[src/rtl/mpu_pkg.sv]
package mpu_pkg;

    typedef enum logic {
        OP_COMPRESS = 1'b0,
        OP_EXPAND   = 1'b1
    } mpu_op_e;

    typedef enum logic [1:0] {
        ST_IDLE   = 2'd0,
        ST_RUN    = 2'd1,
        ST_FINISH = 2'd2
    } mpu_state_e;

endpackage

[src/rtl/mpu_ctrl.sv]
module mpu_ctrl
    import mpu_pkg::*;
#(
    parameter int NUM_ELEM = 8,
    localparam int LEN_W   = $clog2(NUM_ELEM + 1),
    localparam int IDX_W   = $clog2(NUM_ELEM)
) (
    input  logic             clk,
    input  logic             rst_n,
    input  logic             start,
    input  logic [LEN_W-1:0] eff_len,
    output logic             load,
    output logic             step,
    output logic [IDX_W-1:0] idx,
    output logic             done,
    output logic             busy
);

    mpu_state_e       state_q, state_d;
    logic [LEN_W-1:0] len_q;
    logic             last_elem;

    assign last_elem = ((LEN_W'(idx) + LEN_W'(1)) == len_q);

    // state register
    always_ff @(posedge clk) begin
        if (!rst_n) begin
            state_q <= ST_IDLE;
        end else begin
            state_q <= state_d;
        end
    end

    // next state
    always_comb begin
        state_d = state_q;
        unique case (state_q)
            ST_IDLE: begin
                if (start) begin
                    state_d = (eff_len == '0) ? ST_FINISH : ST_RUN;
                end
            end
            ST_RUN: begin
                if (last_elem) begin
                    state_d = ST_FINISH;
                end
            end
            ST_FINISH: begin
                state_d = ST_IDLE;
            end
            default: begin
                state_d = ST_IDLE;
            end
        endcase
    end

    // outputs
    always_comb begin
        load = 1'b0;
        step = 1'b0;
        done = 1'b0;
        busy = 1'b1;
        unique case (state_q)
            ST_IDLE: begin
                busy = 1'b0;
                load = start;
            end
            ST_RUN: begin
                step = 1'b1;
            end
            ST_FINISH: begin
                done = 1'b1;
            end
            default: begin
                busy = 1'b0;
            end
        endcase
    end

    // element index and latched length
    always_ff @(posedge clk) begin
        if (!rst_n) begin
            idx   <= '0;
            len_q <= '0;
        end else if (load) begin
            idx   <= '0;
            len_q <= eff_len;
        end else if (step) begin
            idx   <= idx + IDX_W'(1);
        end
    end


    done_pulse_chk: assert property (@(posedge clk) disable iff (!rst_n)
        done |=> !done);


    idx_range_chk: assert property (@(posedge clk) disable iff (!rst_n)
        step |-> (LEN_W'(idx) < len_q));


    run_hold_chk: assert property (@(posedge clk) disable iff (!rst_n)
        (step && !last_elem) |=> step && (idx == $past(idx) + IDX_W'(1)));


    finish_release_chk: assert property (@(posedge clk) disable iff (!rst_n)
        done |=> !busy);

endmodule

[src/rtl/mpu_datapath.sv]
module mpu_datapath
    import mpu_pkg::*;
#(
    parameter int NUM_ELEM = 8,
    parameter int ELEM_W   = 16,
    localparam int LEN_W   = $clog2(NUM_ELEM + 1),
    localparam int IDX_W   = $clog2(NUM_ELEM),
    localparam int VEC_W   = NUM_ELEM * ELEM_W
) (
    input  logic             clk,
    input  logic             rst_n,
    input  logic             load,
    input  logic             step,
    input  logic [IDX_W-1:0] idx,
    input  logic             op_in,
    input  logic [LEN_W-1:0] len_in,
    input  logic [NUM_ELEM-1:0] mask_in,
    input  logic [VEC_W-1:0] src_in,
    input  logic [VEC_W-1:0] old_in,
    output logic [VEC_W-1:0] result,
    output logic [LEN_W-1:0] packed_len
);

    logic [ELEM_W-1:0]   res_q [NUM_ELEM];
    logic [ELEM_W-1:0]   src_q [NUM_ELEM];
    logic [NUM_ELEM-1:0] mask_q;
    logic [LEN_W-1:0]    len_q;
    logic [LEN_W-1:0]    wptr_q;
    mpu_op_e             op_q;
    logic [IDX_W-1:0]    wsel;
    logic [NUM_ELEM-1:0] active_bits;

    assign wsel = wptr_q[IDX_W-1:0];

    always_ff @(posedge clk) begin
        if (!rst_n) begin
            for (int i = 0; i < NUM_ELEM; i++) begin
                res_q[i] <= '0;
                src_q[i] <= '0;
            end
            mask_q <= '0;
            len_q  <= '0;
            wptr_q <= '0;
            op_q   <= OP_COMPRESS;
        end else if (load) begin
            for (int i = 0; i < NUM_ELEM; i++) begin
                res_q[i] <= old_in[i*ELEM_W +: ELEM_W];
                src_q[i] <= src_in[i*ELEM_W +: ELEM_W];
            end
            mask_q <= mask_in;
            len_q  <= len_in;
            wptr_q <= '0;
            op_q   <= mpu_op_e'(op_in);
        end else if (step && mask_q[idx]) begin
            if (op_q == OP_COMPRESS) begin
                res_q[wsel] <= src_q[idx];
            end else begin
                res_q[idx]  <= src_q[wsel];
            end
            wptr_q <= wptr_q + LEN_W'(1);
        end
    end

    generate
        for (genvar g = 0; g < NUM_ELEM; g++) begin : g_flat
            assign result[g*ELEM_W +: ELEM_W] = res_q[g];
        end
    endgenerate

    assign packed_len = wptr_q;

    // mask bits inside the latched length, for checking only
    always_comb begin
        for (int i = 0; i < NUM_ELEM; i++) begin
            active_bits[i] = mask_q[i] && (LEN_W'(i) < len_q);
        end
    end


    popcount_chk: assert property (@(posedge clk) disable iff (!rst_n)
        (!step && !load && $past(step)) |-> (packed_len == LEN_W'($countones(active_bits))));


    ptr_bound_chk: assert property (@(posedge clk) disable iff (!rst_n)
        packed_len <= len_q);


    ptr_trail_chk: assert property (@(posedge clk) disable iff (!rst_n)
        step |-> (wptr_q <= LEN_W'(idx)));

endmodule

[src/rtl/mask_permute_unit.sv]
module mask_permute_unit #(
    parameter int NUM_ELEM = 8,
    parameter int ELEM_W   = 16,
    localparam int LEN_W   = $clog2(NUM_ELEM + 1),
    localparam int IDX_W   = $clog2(NUM_ELEM),
    localparam int VEC_W   = NUM_ELEM * ELEM_W
) (
    input  logic                clk,
    input  logic                rst_n,
    input  logic                start,
    input  logic                op,
    input  logic [LEN_W-1:0]    vlen,
    input  logic [NUM_ELEM-1:0] mask,
    input  logic [VEC_W-1:0]    src,
    input  logic [VEC_W-1:0]    old_dst,
    output logic [VEC_W-1:0]    result,
    output logic [LEN_W-1:0]    packed_len,
    output logic                done,
    output logic                busy
);

    logic [LEN_W-1:0] eff_len;
    logic             load;
    logic             step;
    logic [IDX_W-1:0] idx;

    assign eff_len = (vlen > LEN_W'(NUM_ELEM)) ? LEN_W'(NUM_ELEM) : vlen;

    mpu_ctrl #(.NUM_ELEM(NUM_ELEM)) u_ctrl (
        .clk     (clk),
        .rst_n   (rst_n),
        .start   (start),
        .eff_len (eff_len),
        .load    (load),
        .step    (step),
        .idx     (idx),
        .done    (done),
        .busy    (busy)
    );

    mpu_datapath #(.NUM_ELEM(NUM_ELEM), .ELEM_W(ELEM_W)) u_dp (
        .clk        (clk),
        .rst_n      (rst_n),
        .load       (load),
        .step       (step),
        .idx        (idx),
        .op_in      (op),
        .len_in     (eff_len),
        .mask_in    (mask),
        .src_in     (src),
        .old_in     (old_dst),
        .result     (result),
        .packed_len (packed_len)
    );


    busy_start_chk: assert property (@(posedge clk) disable iff (!rst_n)
        (busy && start) |=> (busy || $past(done)));


    empty_len_chk: assert property (@(posedge clk) disable iff (!rst_n)
        (!busy && start && eff_len == '0) |=> done && packed_len == '0);

endmodule

[config.mk]
export PLATFORM = sky130hd
export DESIGN_NAME = mask_permute_unit
export DESIGN_NICKNAME = d
export VERILOG_FILES = /design/src/rtl/mpu_pkg.sv /design/src/rtl/mpu_ctrl.sv /design/src/rtl/mpu_datapath.sv /design/src/rtl/mask_permute_unit.sv
export SDC_FILE = /design/constraint.sdc
export NUM_CORES = 1
export LEC_CHECK = 0
export BUFFER_PORTS_ARGS = -buffer_cell sky130_fd_sc_hd__buf_2
export CAP_MARGIN = 20
export CORE_MARGIN = 2
export CORE_UTILIZATION = 45
export CTS_BUF_LIST = sky130_fd_sc_hd__clkbuf_8
export DETAILED_ROUTE_END_ITERATION = 12
export MAX_ROUTING_LAYER = met4
export PLACE_DENSITY = 0.77
export RECOVER_POWER = 25
export SYNTH_ARGS = -nofsm -noshare
export SYNTH_HDL_FRONTEND = slang
export SYNTH_SLANG_ARGS = --single-unit
[constraint.sdc]
create_clock -name clk -period 5.8 [get_ports clk]
set_input_delay 0 -clock clk [delete_from_list [all_inputs] [get_ports clk]]
set_output_delay 0 -clock clk [all_outputs]
set_load 0.02 [all_outputs]
; ---- Word-level counts from Yosys, hierarchy flattened
; Memory sizes are Yosys's and may differ from the RTL's. A register that Yosys moved wholly into a read port is not among the register bits.
; Cells that the tools add are included.
[word_totals]
inputBits = 272
elab_cells = 94
mem_bits_ro = 0
regBits = 22
mem_bits_rw = 256
n_memories = 2
latchBits = 0
output_inout_bits = 134
[op_classes]
n_div = 0
addsub = 3
mux = 51
multipliers = 0
shifts = 0
reduce_logical = 8
eq_ne = 5
n_bitwise = 17
n_lt_le_gt_ge = 2
[mem_list]
columns = name, depth, width, rd, rd_ports_with_merged_regs, wr, line
row1 = u_dp.res_q, 8, 16, 8, 0, 8, mpu_datapath.sv:24  ; logic [ELEM_W-1:0] res_q [NUM_ELEM];
row2 = u_dp.src_q, 8, 16, 2, 2, 8, mpu_datapath.sv:25  ; logic [ELEM_W-1:0] src_q [NUM_ELEM];
[ops]
columns = op, count
row1 = 2-to-1 mux 16 bit, 18
row2 = OR reduction 16 bit, 2
row3 = 2-to-1 mux 1 bit, 21
row4 = 2-to-1 mux 3 bit, 6
row5 = bitwise OR 1 bit, 16
row6 = 2-to-1 mux 2 bit, 3
row7 = "adder 3 x 1 -> 4 bit, second input constant", 1
row8 = "adder 4 x 1 -> 4 bit, second input constant", 1
row9 = equality test 4 bit, 1
row10 = "greater-than comparator 4 bit, second input constant", 1
row11 = logical NOT 4 bit, 1
row12 = "less-than comparator 3 x 4 -> 1 bit, second input constant", 1
row13 = 2-to-1 mux 4 bit, 1
row14 = case mux 2 bit (2 select lines), 1
row15 = OR reduction 2 bit, 2
row16 = "adder 3 x 1 -> 3 bit, second input constant", 1
row17 = binary-select mux 1 bit (select 3 bit), 1
row18 = "equality test 2 x 1 -> 1 bit, second input constant", 1
row19 = "equality test 2 bit, second input constant", 1
row20 = logical NOT 2 bit, 1
row21 = "!= test 2 x 1 -> 1 bit, second input constant", 1
row22 = "!= test 2 bit, second input constant", 1
row23 = AND reduction 2 bit, 1
row24 = logical AND 1 bit, 1
row25 = inverter 1 bit, 1

; ---- Logic depth before layout (Yosys ltp)
; Gate-level depths: netlist (run 1).
[logic_depth]
word_depth = 10
mapped_depth = 10
mapped_depth_nobuf = 7

; ---- By module
; A second synthesis (run 1) with hierarchy kept.
[unflattened]
cells_unflattened = 1129
area_unflattened_um2 = 14656.6
[by_module_without_submodules]
columns = module, area_each_um2, cells_each, instances, seq_area_each_um2
row1 = mpu_datapath, 14133.6, 1070, 1, 8007.7
row2 = mpu_ctrl, 500.5, 55, 1, 180.2
row3 = mask_permute_unit, 22.5, 4, 1, 0.0

; ---- Worst setup path before layout (run 1)
; No wires, ideal clock.
[synth_path]
kind = flip-flop to flip-flop
startpoint = reg u_ctrl.state_q[0]
endpoint = mem u_dp.src_q[0][0], enable pin
setup_ns = 0.543
t_arrival_ns = 4.484
path_buffers = 1
t_required_ns = 5.257
path_stages_with_launch = 6
synth_period_minus_slack_ns = 5.027
path_slack_ns = 0.773
cell_sequence = dfxtp_1 > inv_1 > ha_1 > a21boi_2 > inv_1 > clkbuf_1
[synth_lines]
columns = item, line
row1 = "start, declared", mpu_ctrl.sv:19  ; mpu_state_e state_q, state_d;
row2 = "start signal, assigned", mpu_ctrl.sv:30  ; state_q <= state_d;
row3 = "end, declared", mpu_datapath.sv:25

; ---- Worst setup path after layout (run 1)
[layout_path]
startpoint = reg u_ctrl.state_q[0]
endpoint = reg u_ctrl.len_q[2]
[layout_between]
elab_chain_len = 2
[layout_lines]
columns = item, line
row1 = logical NOT 2 bit, mpu_ctrl.sv:63  ; unique case (state_q)
row2 = 2-to-1 mux 1 bit, mpu_ctrl.sv:63
row3 = "end signal, assigned", mpu_ctrl.sv:87  ; len_q <= eff_len;
row4 = "end, declared", mpu_ctrl.sv:20  ; logic [LEN_W-1:0] len_q;
; Every way passes these cells.
; A chain may end at the register's enable or synchronous reset.

==> impl_metrics.tcl, run 1 <==
set metrics [dict create \
    endpoint_kind "flop" \
    routed_wl_microns 58900 \
    maxSlewViolCount 90 \
    clock-sinks 284 \
    syn_area_per_cell_sq_um 13.0 \
    num_vias 13528 \
    worstPathRequired_ns 6.31 \
    synth_top_area_share_pct 52.5 \
    ys.warnings.count 0 \
    track_usage_pct 34.9 \
    setup_viol 0 \
    row_count 66 \
    top_usage_layer "met2" \
    worstPathMaxFanout 114 \
    postRouteAntennaNets 0 \
    cp-start-kind "flop" \
    die_height_microns 184 \
    drcViolationCount 0 \
    crit_slowest_cell "and3_1" \
    ys_seq_area_share_pct 56.3 \
    crit_chain "inv_1 -> ha_1 -> and3_1 -> buf_12 -> nor2b_1 -> a22o_1 -> dlygate4sd3_1" \
    drive_gt1_share_pct 26.2 \
    synthCells 1125 \
    fin_util_pct 64.2 \
    grt_max_degree 115 \
    skew_ns 0.0393 \
    synth_flop_cell "edfxtp_1" \
    finalSetupTns_ns 0 \
    yosys-top-cells-area "edfxtp_1 53%, mux4_2 9.8%, and2_1 5.7%, dfxtp_1 3.8%, a221o_1 3.5%" \
    clockRootBuffer "clkbuf_8" \
    grt_pass1_vias 13864 \
    antenna_found_initial 10 \
    cts_buffers 48 \
    overflow 0 \
    clock_latency_ns 0.58 \
    io_buffers 405 \
    worst_pin_slew_ns 2.46 \
    core_area_sq_um 32300 \
    synthArstFlopShare_pct 0 \
    irDropWorstVdd_uv 181 \
    final_net_count 2077 \
    cts_tree "built" \
    drt-pass1-iter-count 5 \
    synth_nets 1402 \
    hpwl_microns 37400 \
    p_total_uw 5690 \
    most-common-layout-cells "273 x dlygate4sd3_1, 273 x buf_2, 256 x edfxtp_1, 134 x clkbuf_1, 111 x and2_1" \
    relSlewSlack_pct -64.1 \
    hp-class "primary input to flop" \
    outcome "finished, violations left" \
    violations "capacitance limit, slew limit" \
    finalCriticalPeriod_ns 4.12 \
    drv_cap 1 \
    synthToLayoutAreaGrowth_pct 41.6 \
    cts.clk_slew.worst_paths_ns 0.06 \
    gp_congestion 0.893 \
    leakage_uw 0.00809 \
    syn_area_sq_um 14600 \
    drtIter0Drc 1421 \
    grt_first_pass_wirelength_microns 84400 \
    synth_edf_count 256 \
    use_met3_pct 7.75 \
    crit_arrival_ns 4.63 \
    max_freq_mhz 243 \
    cts.repair.resized 0 \
    wl_per_cell_microns 25.7 \
    die_area_sq_um 34000 \
    start_util_pct 45.3 \
    ios 406 \
    htree_levels 2 \
    powerDensity_nw_per_um2 275 \
    fin_crit_sh_pct 71.1 \
    synth-seq-cells 284 \
    met2_usage_pct 55.7 \
    path_class "flop to flop" \
    yosysTopAreaCell "edfxtp_1" \
    clock_path_buffers 3 \
    rsz0062_at_grt "false" \
    post-cts-setup-buffer-count 0 \
    synth.distinct_cells 53 \
    finalHoldViolCount 0 \
    use_met1_pct 40.3 \
    vias_per_cell 5.90 \
    dieWidth_microns 184 \
    cp_slowest_stage_delay_ns 1.85 \
]
## layout make-up
type	instances	area, sq um
fill	2455	11600
sequential	284	8250
multi-input combinational	734	5970
timing repair buffer	723	4980
clock buffer	50	688
tap	442	553
clock inverter	37	216
inverter	9	36.3
antenna	12	30.0
## worst paths after layout
path / endpoint / slack [ns] / cells after the start / start
worst max register to register: u_ctrl.len_q[2]$_SDFFE_PN0P_ / 1.68 / 7 / u_ctrl.state_q[0]$_SDFFE_PN0P_
worst min-delay path: u_dp.op_q$_SDFFE_PN0P_ / 0.09 / 5 / rst_n
worst max-delay path: u_ctrl.len_q[2]$_SDFFE_PN0P_ / 1.68 / 7 / u_ctrl.state_q[0]$_SDFFE_PN0P_
worst min register to register: u_dp.mask_q[6]$_SDFFE_PN0P_ / 0.48 / 1 / u_dp.mask_q[6]$_SDFFE_PN0P_
## cells in the mapped netlist (all sizes together), types with 2 or more instances
cell type and instances:
xor2 2, edfxtp 256, a31oi 15, nor4 20, ha 5, a22o 12
inv 9, nand2b 28, mux2 5, and2 133, buf 42, nand3 8
nand2 89, o31ai 2, clkbuf 56, and3 47, xnor2 7, o21ai 53
mux4 64, o221ai 17, dfxtp 28, nor2 32, a32oi 19, a221o 51
a21oi 4, o21a 3, or3 3, o211ai 15, or4 7, nor3 8
mux2i 20, a22oi 42, or2b 6, nor2b 7
## where the power goes
group	total, uW	leakage, uW	internal (uW)	switching, uW
combinational	1260	0.00459	479	779
sequential	2690	0.00297	2550	141
clock	1740	0.000526	891	848
total	5690	0.00809	3920	1770
## repair_timing
item / 4_1_cts / 5_1_grt
setup endpoints to repair: 0 / 0
hold buffers: 273 / 0
endpoints found under the hold margin: 271 / 0
## critical path, delay by kind of cell, from the launching register on
kind	cells	cell delay, ns
compound gates	1	0.19
flops	1	0.33
simple gates	2	2.15
fa+ha+maj	1	0.24
buf+inv	3	1.09
## metrics by stage
step / setup slack, ns / hold slack (ns) / area (sq um) / instances
6_report: 1.68 / 0.0943 / 20700 / 2291
2_1_floorplan: 0.773 / 0.107 / 14600 / 1125
3_5_place_dp: 1.58 / 0.227 / 17100 / 1910
5_1_grt: 1.25 / 0.121 / 20700 / 2289
4_1_cts: 1.58 / 0.0196 / 20800 / 2270
3_3_place_gp: 1.76 / 0.226 / 17100 / 1908
## logic make-up (layout without fill, tap and decap cells)
family                     count (synthesis)  count (layout)  share of synthesized area [%]
adders and majority gates                  5               5                          0.427
other                                      0              12                              0
and+or+nand+nor                          389             389                           15.0
buffers and inverters                    107             819                           3.27
xor gates and xnor gates                   9               9                          0.538
muxes                                     89              89                           11.6
DFF                                      284             284                           56.3
AOI/OAI and AO/OA                        242             242                           12.9
## sequential cells by signal, summed over array words and instances, names as in the netlist, named ones only
register	cells
u_ctrl.state_q	2
u_dp.op_q	1
u_dp.mask_q	8
u_dp.packed_len	4
u_ctrl.len_q	4
u_dp.res_q	128
u_ctrl.idx	3
u_dp.src_q	128
## per-layer routing
layer  vias up  wire, microns
met2      1015          27900
met4         0           4180
met1      6460          20700
li1       5793              -
met5         -              0
met3       260           6040
(Power assumes the default switching activity.)
==> inputs of run 2 (changes only) <==
ABC_AREA = 1   (was default)
PLACE_DENSITY = 0.8   (was 0.77)
clock period = 3.4 ns   (was 5.8 ns; I/O delays follow)
==> run 2 against run 1 <==
Effect of this change:
- the flow now finishes without violations
- final area is 0.78% lower
- non-clock buffer count is 13 lower
- utilization decreased by 0.82 points
- global-route usage decreased by 2.0 points
- register-to-register slack lost 1.4 ns
- first-iteration DRC count grew 22%
- power grew 69%
- critical path depth rose by 4
- sequential power rose by 67%
- critical endpoint is now u_dp.res_q[5][5]$_DFFE_PP_
- largest cell class unchanged
- largest power group unchanged
- highest routed layer unchanged
==> impl_metrics.tcl, run 2 <==
set metrics [dict create \
    ios 406 \
    endpoint_kind "flop" \
    setup_viol 0 \
    track_usage_pct 32.9 \
    grt_pass1_vias 15279 \
    crit_top_cell "nand2_1" \
    critPathTopFamily "simple AND/OR/NAND/NOR gates" \
    maxSlewViolCount 0 \
    gp_congestion 0.974 \
    finalCriticalPeriod_ns 3.17 \
    path_buf_inv 1 \
    synthCells 1761 \
    skew_ns 0.0558 \
    num_vias 15712 \
    largestRegisters "u_dp.res_q x128, u_dp.src_q x128, u_dp.mask_q x8" \
    finalHoldViolCount 0 \
    outcome "completed" \
    yosys-top-cells-count "507 x nand2_1, 256 x edfxtp_1, 218 x inv_1, 172 x o21ai_0, 165 x nor2_1" \
    whs_endpoint "u_dp.src_q[7][10]$_SDFFCE_PN0P_" \
    leakage_uw 0.00986 \
    drcViolationCount 0 \
    hpwl_microns 33700 \
    core_area_sq_um 32500 \
    cts_tree "built" \
    yosysTopAreaCell "edfxtp_1" \
    synth_flop_cell "edfxtp_1" \
    path_class "flop to flop" \
    synthArstFlopShare_pct 0 \
    worstPathRequired_ns 3.59 \
    r2r-start "u_ctrl.state_q[0]$_SDFFE_PN0P_" \
    synth.distinct_cells 32 \
    r2r_setup_slack_ns 0.23 \
    syn_area_sq_um 14800 \
    row_count 66 \
    synth_nets 2038 \
    ys.warnings.count 0 \
    synth_edf_count 256 \
    htree_levels 2 \
    finalSetupTns_ns 0 \
    postRouteAntennaNets 0 \
    routed_wl_microns 56800 \
    min_from "src[122]" \
    io_buffers 405 \
    clock_latency_ns 0.61 \
    clock-sinks 284 \
    clock_path_buffers 3 \
    synth-seq-cells 284 \
    crit_chain "inv_1 -> ha_1 -> nand2_1 -> nand2_8 -> nor2_4 -> nand4_2 -> nand2_1 -> nand2_1 -> nor2_8 -> nand2_1 -> nand2_1" \
    final_net_count 2684 \
    drt-pass1-iter-count 5 \
    rsz0062_at_grt "false" \
    timing.rr.end "u_dp.res_q[5][5]$_DFFE_PP_" \
    hp-class "primary input to flop" \
    dp.cells 2528 \
    seq_area_sq_um 8250 \
    syn_area_per_cell_sq_um 8.39 \
    worst_pin_slew_ns 1.00 \
    cts.clk_slew.worst_paths_ns 0.08 \
    powerDensity_nw_per_um2 467 \
    fin_crit_sh_pct 93.2 \
    crit_slowest_cell "nand2_1" \
    ys_seq_area_share_pct 55.8 \
    drive_gt1_share_pct 16.0 \
    clockRootBuffer "clkbuf_8" \
    start_util_pct 45.6 \
    vias_per_cell 5.43 \
    wl_per_cell_microns 19.6 \
    die_height_microns 185 \
    synthToLayoutAreaGrowth_pct 39.1 \
    final_common_cell "nand2_1" \
    crit_arrival_ns 3.36 \
    overflow 0 \
    synth.most_common_cell "nand2_1" \
    multi_input_area_sq_um 5130 \
    irDropWorstVdd_uv 291 \
    max_freq_mhz 316 \
    most-common-layout-cells "506 x nand2_1, 273 x dlygate4sd3_1, 270 x buf_2, 256 x edfxtp_1, 231 x inv_1" \
    yosys-top-cells-area "edfxtp_1 52%, nand2_1 13%, o21ai_0 5.8%, inv_1 5.5%, nand3_1 5.1%" \
    reg2reg_depth 11 \
    grt_first_pass_wirelength_microns 83200 \
    drv_cap 0 \
    dieWidth_microns 185 \
    worstPathMaxFanout 46 \
    cp_slowest_stage_delay_ns 0.56 \
    relSlewSlack_pct 33.1 \
    instances_no_fill 2891 \
    min_path_cells 4 \
    grt_max_degree 106 \
    drtIter0Drc 1735 \
    cts_buffers 46 \
    synth_top_area_share_pct 52.0 \
    antenna_found_initial 4 \
    cp-start-kind "flop" \
    die_area_sq_um 34300 \
    nFillCells 2535 \
]
==> run 2: cell count changes after synthesis, moves of 68 or more <==
cell / before / now
nor2_1: 32 / 165
a21oi_1: 4 / 72
nand3_1: 8 / 152
and2_1: 133 / 0
nand2_1: 88 / 507
inv_1: 9 / 218
o21ai_0: 52 / 172
==> run 2: cells by family (layout without fill, tap and decap cells) <==
| logic type | Yosys count | count (layout) | share of synthesized area (%) |
|---|---|---|---|
| AO/OA/AOI/OAI | 280 | 280 | 9.62 |
| XOR/XNOR | 6 | 6 | 0.355 |
| adder cells (fa/ha/maj) | 5 | 5 | 0.423 |
| buffers and inverters | 334 | 1017 | 9.67 |
| flip-flops | 284 | 284 | 55.8 |
| other | 0 | 5 | 0 |
| AND/OR/NAND/NOR | 852 | 852 | 24.1 |
==> run 2: how the worst max path moves through the flow <==
| stage | cells past startpoint | slack, ns | to | from |
|---|---|---|---|---|
| after detailed placement | 11 | 0.18 | u_dp.res_q[7][10]$_DFFE_PP_ | u_ctrl.state_q[0]$_SDFFE_PN0P_ |
| final | 11 | 0.23 | u_dp.res_q[5][5]$_DFFE_PP_ | u_ctrl.state_q[0]$_SDFFE_PN0P_ |
| after global routing | 11 | 0.04 | u_dp.res_q[5][11]$_DFFE_PP_ | u_ctrl.state_q[0]$_SDFFE_PN0P_ |
| after CTS | 11 | 0.16 | u_dp.res_q[7][7]$_DFFE_PP_ | u_ctrl.state_q[0]$_SDFFE_PN0P_ |
| after floorplan | 5 | 0.41 | u_dp.src_q[0][0]$_SDFFCE_PN0P_ | u_ctrl.state_q[0]$_SDFFE_PN0P_ |
| after global placement | 11 | 0.29 | u_dp.res_q[7][2]$_DFFE_PP_ | u_ctrl.state_q[0]$_SDFFE_PN0P_ |
==> run 2: timing repair <==
action                                  in CTS  in global routing
buffers inserted                             0                  0
hold buffers                               273                  0
endpoints found under the setup margin       0                 16
gates resized for setup                      0                  1
endpoints found under the hold margin      271                  0
==> run 2: metrics by stage <==
step / setup slack (ns) / utilization, % / power, uW / hold WS, ns / instance area (sq um)
global route: 0.0444 / 63.4 / 9920 / 0.228 / 20600
CTS: 0.157 / 63.8 / 9520 / 0.149 / 20700
global placement: 0.286 / 52.6 / 6330 / 0.212 / 17100
floorplan: 0.408 / - / 5510 / 0.113 / 14800
detailed placement: 0.181 / 52.6 / 6390 / 0.221 / 17100
finish: 0.231 / 63.4 / 9610 / 0.202 / 20600
==> run 2: per-layer routing <==
| layer | track usage [%] | wire length [microns] | vias up |
|---|---|---|---|
| li1 | - | - | 7019 |
| met1 | 37.2 | 20100 | 7184 |
| met2 | 52.9 | 26800 | 1199 |
| met3 | 6.86 | 5540 | 310 |
| met4 | 21.6 | 4330 | 0 |
| met5 | - | 0 | - |
==> run 2: final cells by class <==
| cell class | instances | share of cell area [%] |
|---|---|---|
| multi-input combinational | 1143 | 24.9 |
| tap | 442 | 2.69 |
| clock buffer | 47 | 3.15 |
| inverter | 222 | 4.13 |
| antenna | 5 | 0.0608 |
| clock inverter | 38 | 1.22 |
| sequential | 284 | 40.1 |
| timing repair buffer | 710 | 23.7 |
==> run 2: worst reg2reg max path: stages, from the launching register on <==
cell and delay, ns:
dfxtp_1 0.35, inv_1 0.07, ha_1 0.23, nand2_1 0.25, nand2_8 0.09, nor2_4 0.10, nand4_2 0.22, nand2_1 0.12
nand2_1 0.12, nor2_8 0.53, nand2_1 0.16, nand2_1 0.56
==> run 2: report_power, final <==
part           switching, uW  internal, uW
Sequential               187          4290
Combinational           1480           669
Clock                   1450          1530
Total                   3120          6490
==> inputs of run 3 (changes only) <==
ABC_CLOCK_PERIOD_IN_PS = 3400   (was default)
CORE_UTILIZATION = 49   (was 45)
GPL_TIMING_DRIVEN = 0   (was default)
PLACE_DENSITY = 0.85   (was 0.8)
==> run 3 against run 2 <==
Effect of this change:
- routed wire length rose by 13%
- combinational power rose by 4%
- hold slack got worse by 0.029 ns
- utilization rose by 6.9 points
- critical path type unchanged
- sequential power barely moved
- largest power group unchanged
- clock power fell by 6%
- count of clock-buffer cells in the layout fell by 2
- clock skew fell by 0.0011 ns
- critical path depth rose by 2
- final area rose by 1.3%
==> impl_metrics.tcl, run 3 (synthesized netlist as in run 2, its figures left out) <==
set metrics [dict create \
    outcome "completed" \
    dieWidth_microns 178 \
    row_count 63 \
    worst_pin_slew_ns 1.26 \
    grt_pass1_vias 16538 \
    routed_wl_microns 64400 \
    postRouteAntennaNets 0 \
    cp-start-kind "flop" \
    clock_latency_ns 0.60 \
    drive_gt1_share_pct 16.2 \
    grt_first_pass_wirelength_microns 94700 \
    wl_per_cell_microns 22.0 \
    core_area_sq_um 29600 \
    dp.cells 2558 \
    clock_path_buffers 3 \
    fin_crit_sh_pct 93.5 \
    skew_ns 0.0547 \
    io_buffers 405 \
    die_height_microns 178 \
    instances_no_fill 2929 \
    rsz0062_at_grt "false" \
    clock-sinks 284 \
    cp_slowest_stage_delay_ns 0.55 \
    path_buf_inv 4 \
    worstPathMaxFanout 16 \
    maxSlewViolCount 0 \
    crit_slowest_cell "nand2_1" \
    drtIter0Drc 2555 \
    worst_hold_slack_ns 0.172 \
    crit_chain "clkbuf_1 -> inv_4 -> nand2_1 -> nand3_2 -> nand3_1 -> nand4_2 -> buf_6 -> nand2_1 -> nand2_2 -> nor2_4 -> buf_2 -> nand2_1 -> nand2_1" \
    finalCriticalPeriod_ns 3.18 \
    largestRegisters "u_dp.res_q x128, u_dp.src_q x128, u_dp.mask_q x8" \
    worstPathRequired_ns 3.63 \
    crit_top_cell "nand2_1" \
    path_class "flop to flop" \
    finalHoldViolCount 0 \
    setup_viol 0 \
    ios 406 \
    grt_max_degree 88 \
    fin_util_pct 70.3 \
    crit_arrival_ns 3.41 \
    post-cts-setup-buffer-count 0 \
    synthToLayoutAreaGrowth_pct 40.9 \
    start_util_pct 49.9 \
    powerDensity_nw_per_um2 457 \
    max_freq_mhz 315 \
    vias_per_cell 5.71 \
    cts.clk_slew.worst_paths_ns 0.07 \
    endpoint_kind "flop" \
    num_vias 16715 \
    cts_tree "built" \
    irDropWorstVdd_uv 326 \
    cts_buffers 45 \
    htree_levels 2 \
    drt-pass1-iter-count 9 \
    setup_ws_ns 0.221 \
    die_area_sq_um 31600 \
    final_net_count 2774 \
    clockRootBuffer "clkbuf_8" \
    relSlewSlack_pct 16.1 \
    drcViolationCount 0 \
    overflow 0 \
    drv_cap 0 \
    gp_congestion 0.989 \
    nFillCells 2189 \
    dpl_worst_slack_ns 0.129 \
    hpwl_microns 39600 \
    antenna_found_initial 6 \
    track_usage_pct 41.6 \
    critPathTopFamily "simple AND/OR/NAND/NOR gates" \
    most-common-layout-cells "503 x nand2_1, 300 x buf_2, 281 x dlygate4sd3_1, 256 x edfxtp_1, 232 x inv_1" \
    final_common_cell "nand2_1" \
    leakage_uw 0.0100 \
    hp-class "primary input to flop" \
]
-- run 3: what timing repair did --
| action | CTS | global route |
|---|---|---|
| endpoints found under the setup margin | 0 | 47 |
| hold endpoints to repair | 273 | 0 |
| hold buffers | 281 | 0 |
| gates resized for setup | 0 | 4 |
-- run 3: power by group --
part / switching, uW / internal [uW] / total, uW
logic: 1550 / 682 / 2230
clock network: 1470 / 1330 / 2790
registers: 210 / 4290 / 4500
-- run 3: final cells by class --
cell class,instances,area [sq um],area share [%]
Multi-Input combinational cell,1143,5110,24.6
Sequential cell,284,8250,39.6
Clock buffer,45,619,2.97
Tap cell,390,488,2.34
Timing Repair Buffer,689,4720,22.7
Inverter,222,848,4.07
Buffer,112,576,2.76
Clock inverter,37,193,0.925
Antenna cell,7,17.5,0.0841
-- run 3: through the flow --
step           TNS, ns  power (uW)  instance area (sq um)
2_1_floorplan        0        5510                  14800
6_report             0        9530                  20800
3_3_place_gp    -31.72        6360                  17300
4_1_cts              0        9330                  21000
5_1_grt              0        9810                  20800
3_5_place_dp         0        6410                  17300
-- run 3: path summary, 6_finish.rpt --
check | start | endpoint | slack [ns] | depth (start not counted)
worst max-delay path | u_ctrl.idx[0]$_SDFFE_PP0P_ | u_dp.res_q[2][7]$_DFFE_PP_ | 0.22 | 13
worst min-delay path | mask[0] | u_dp.mask_q[0]$_SDFFE_PN0P_ | 0.17 | 4
worst max register to register | u_ctrl.idx[0]$_SDFFE_PP0P_ | u_dp.res_q[2][7]$_DFFE_PP_ | 0.22 | 13
worst min register to register | u_ctrl.len_q[3]$_SDFFE_PN0P_ | u_ctrl.len_q[3]$_SDFFE_PN0P_ | 0.48 | 2
-- run 3: routing by layer --
metal | vias up | GRT usage (%) | wire [microns]
met5 | - | - | 0
met4 | 0 | 24.5 | 4590
met3 | 400 | 13.4 | 8310
met2 | 1537 | 64.9 | 29700
met1 | 7564 | 46.8 | 21800
li1 | 7214 | - | -
-- run 3: tightest hold or removal path, stage by stage --
cell and delay, ns:
dlygate4sd3_1 0.52, buf_2 0.10, nand2_1 0.04, o21ai_0 0.06
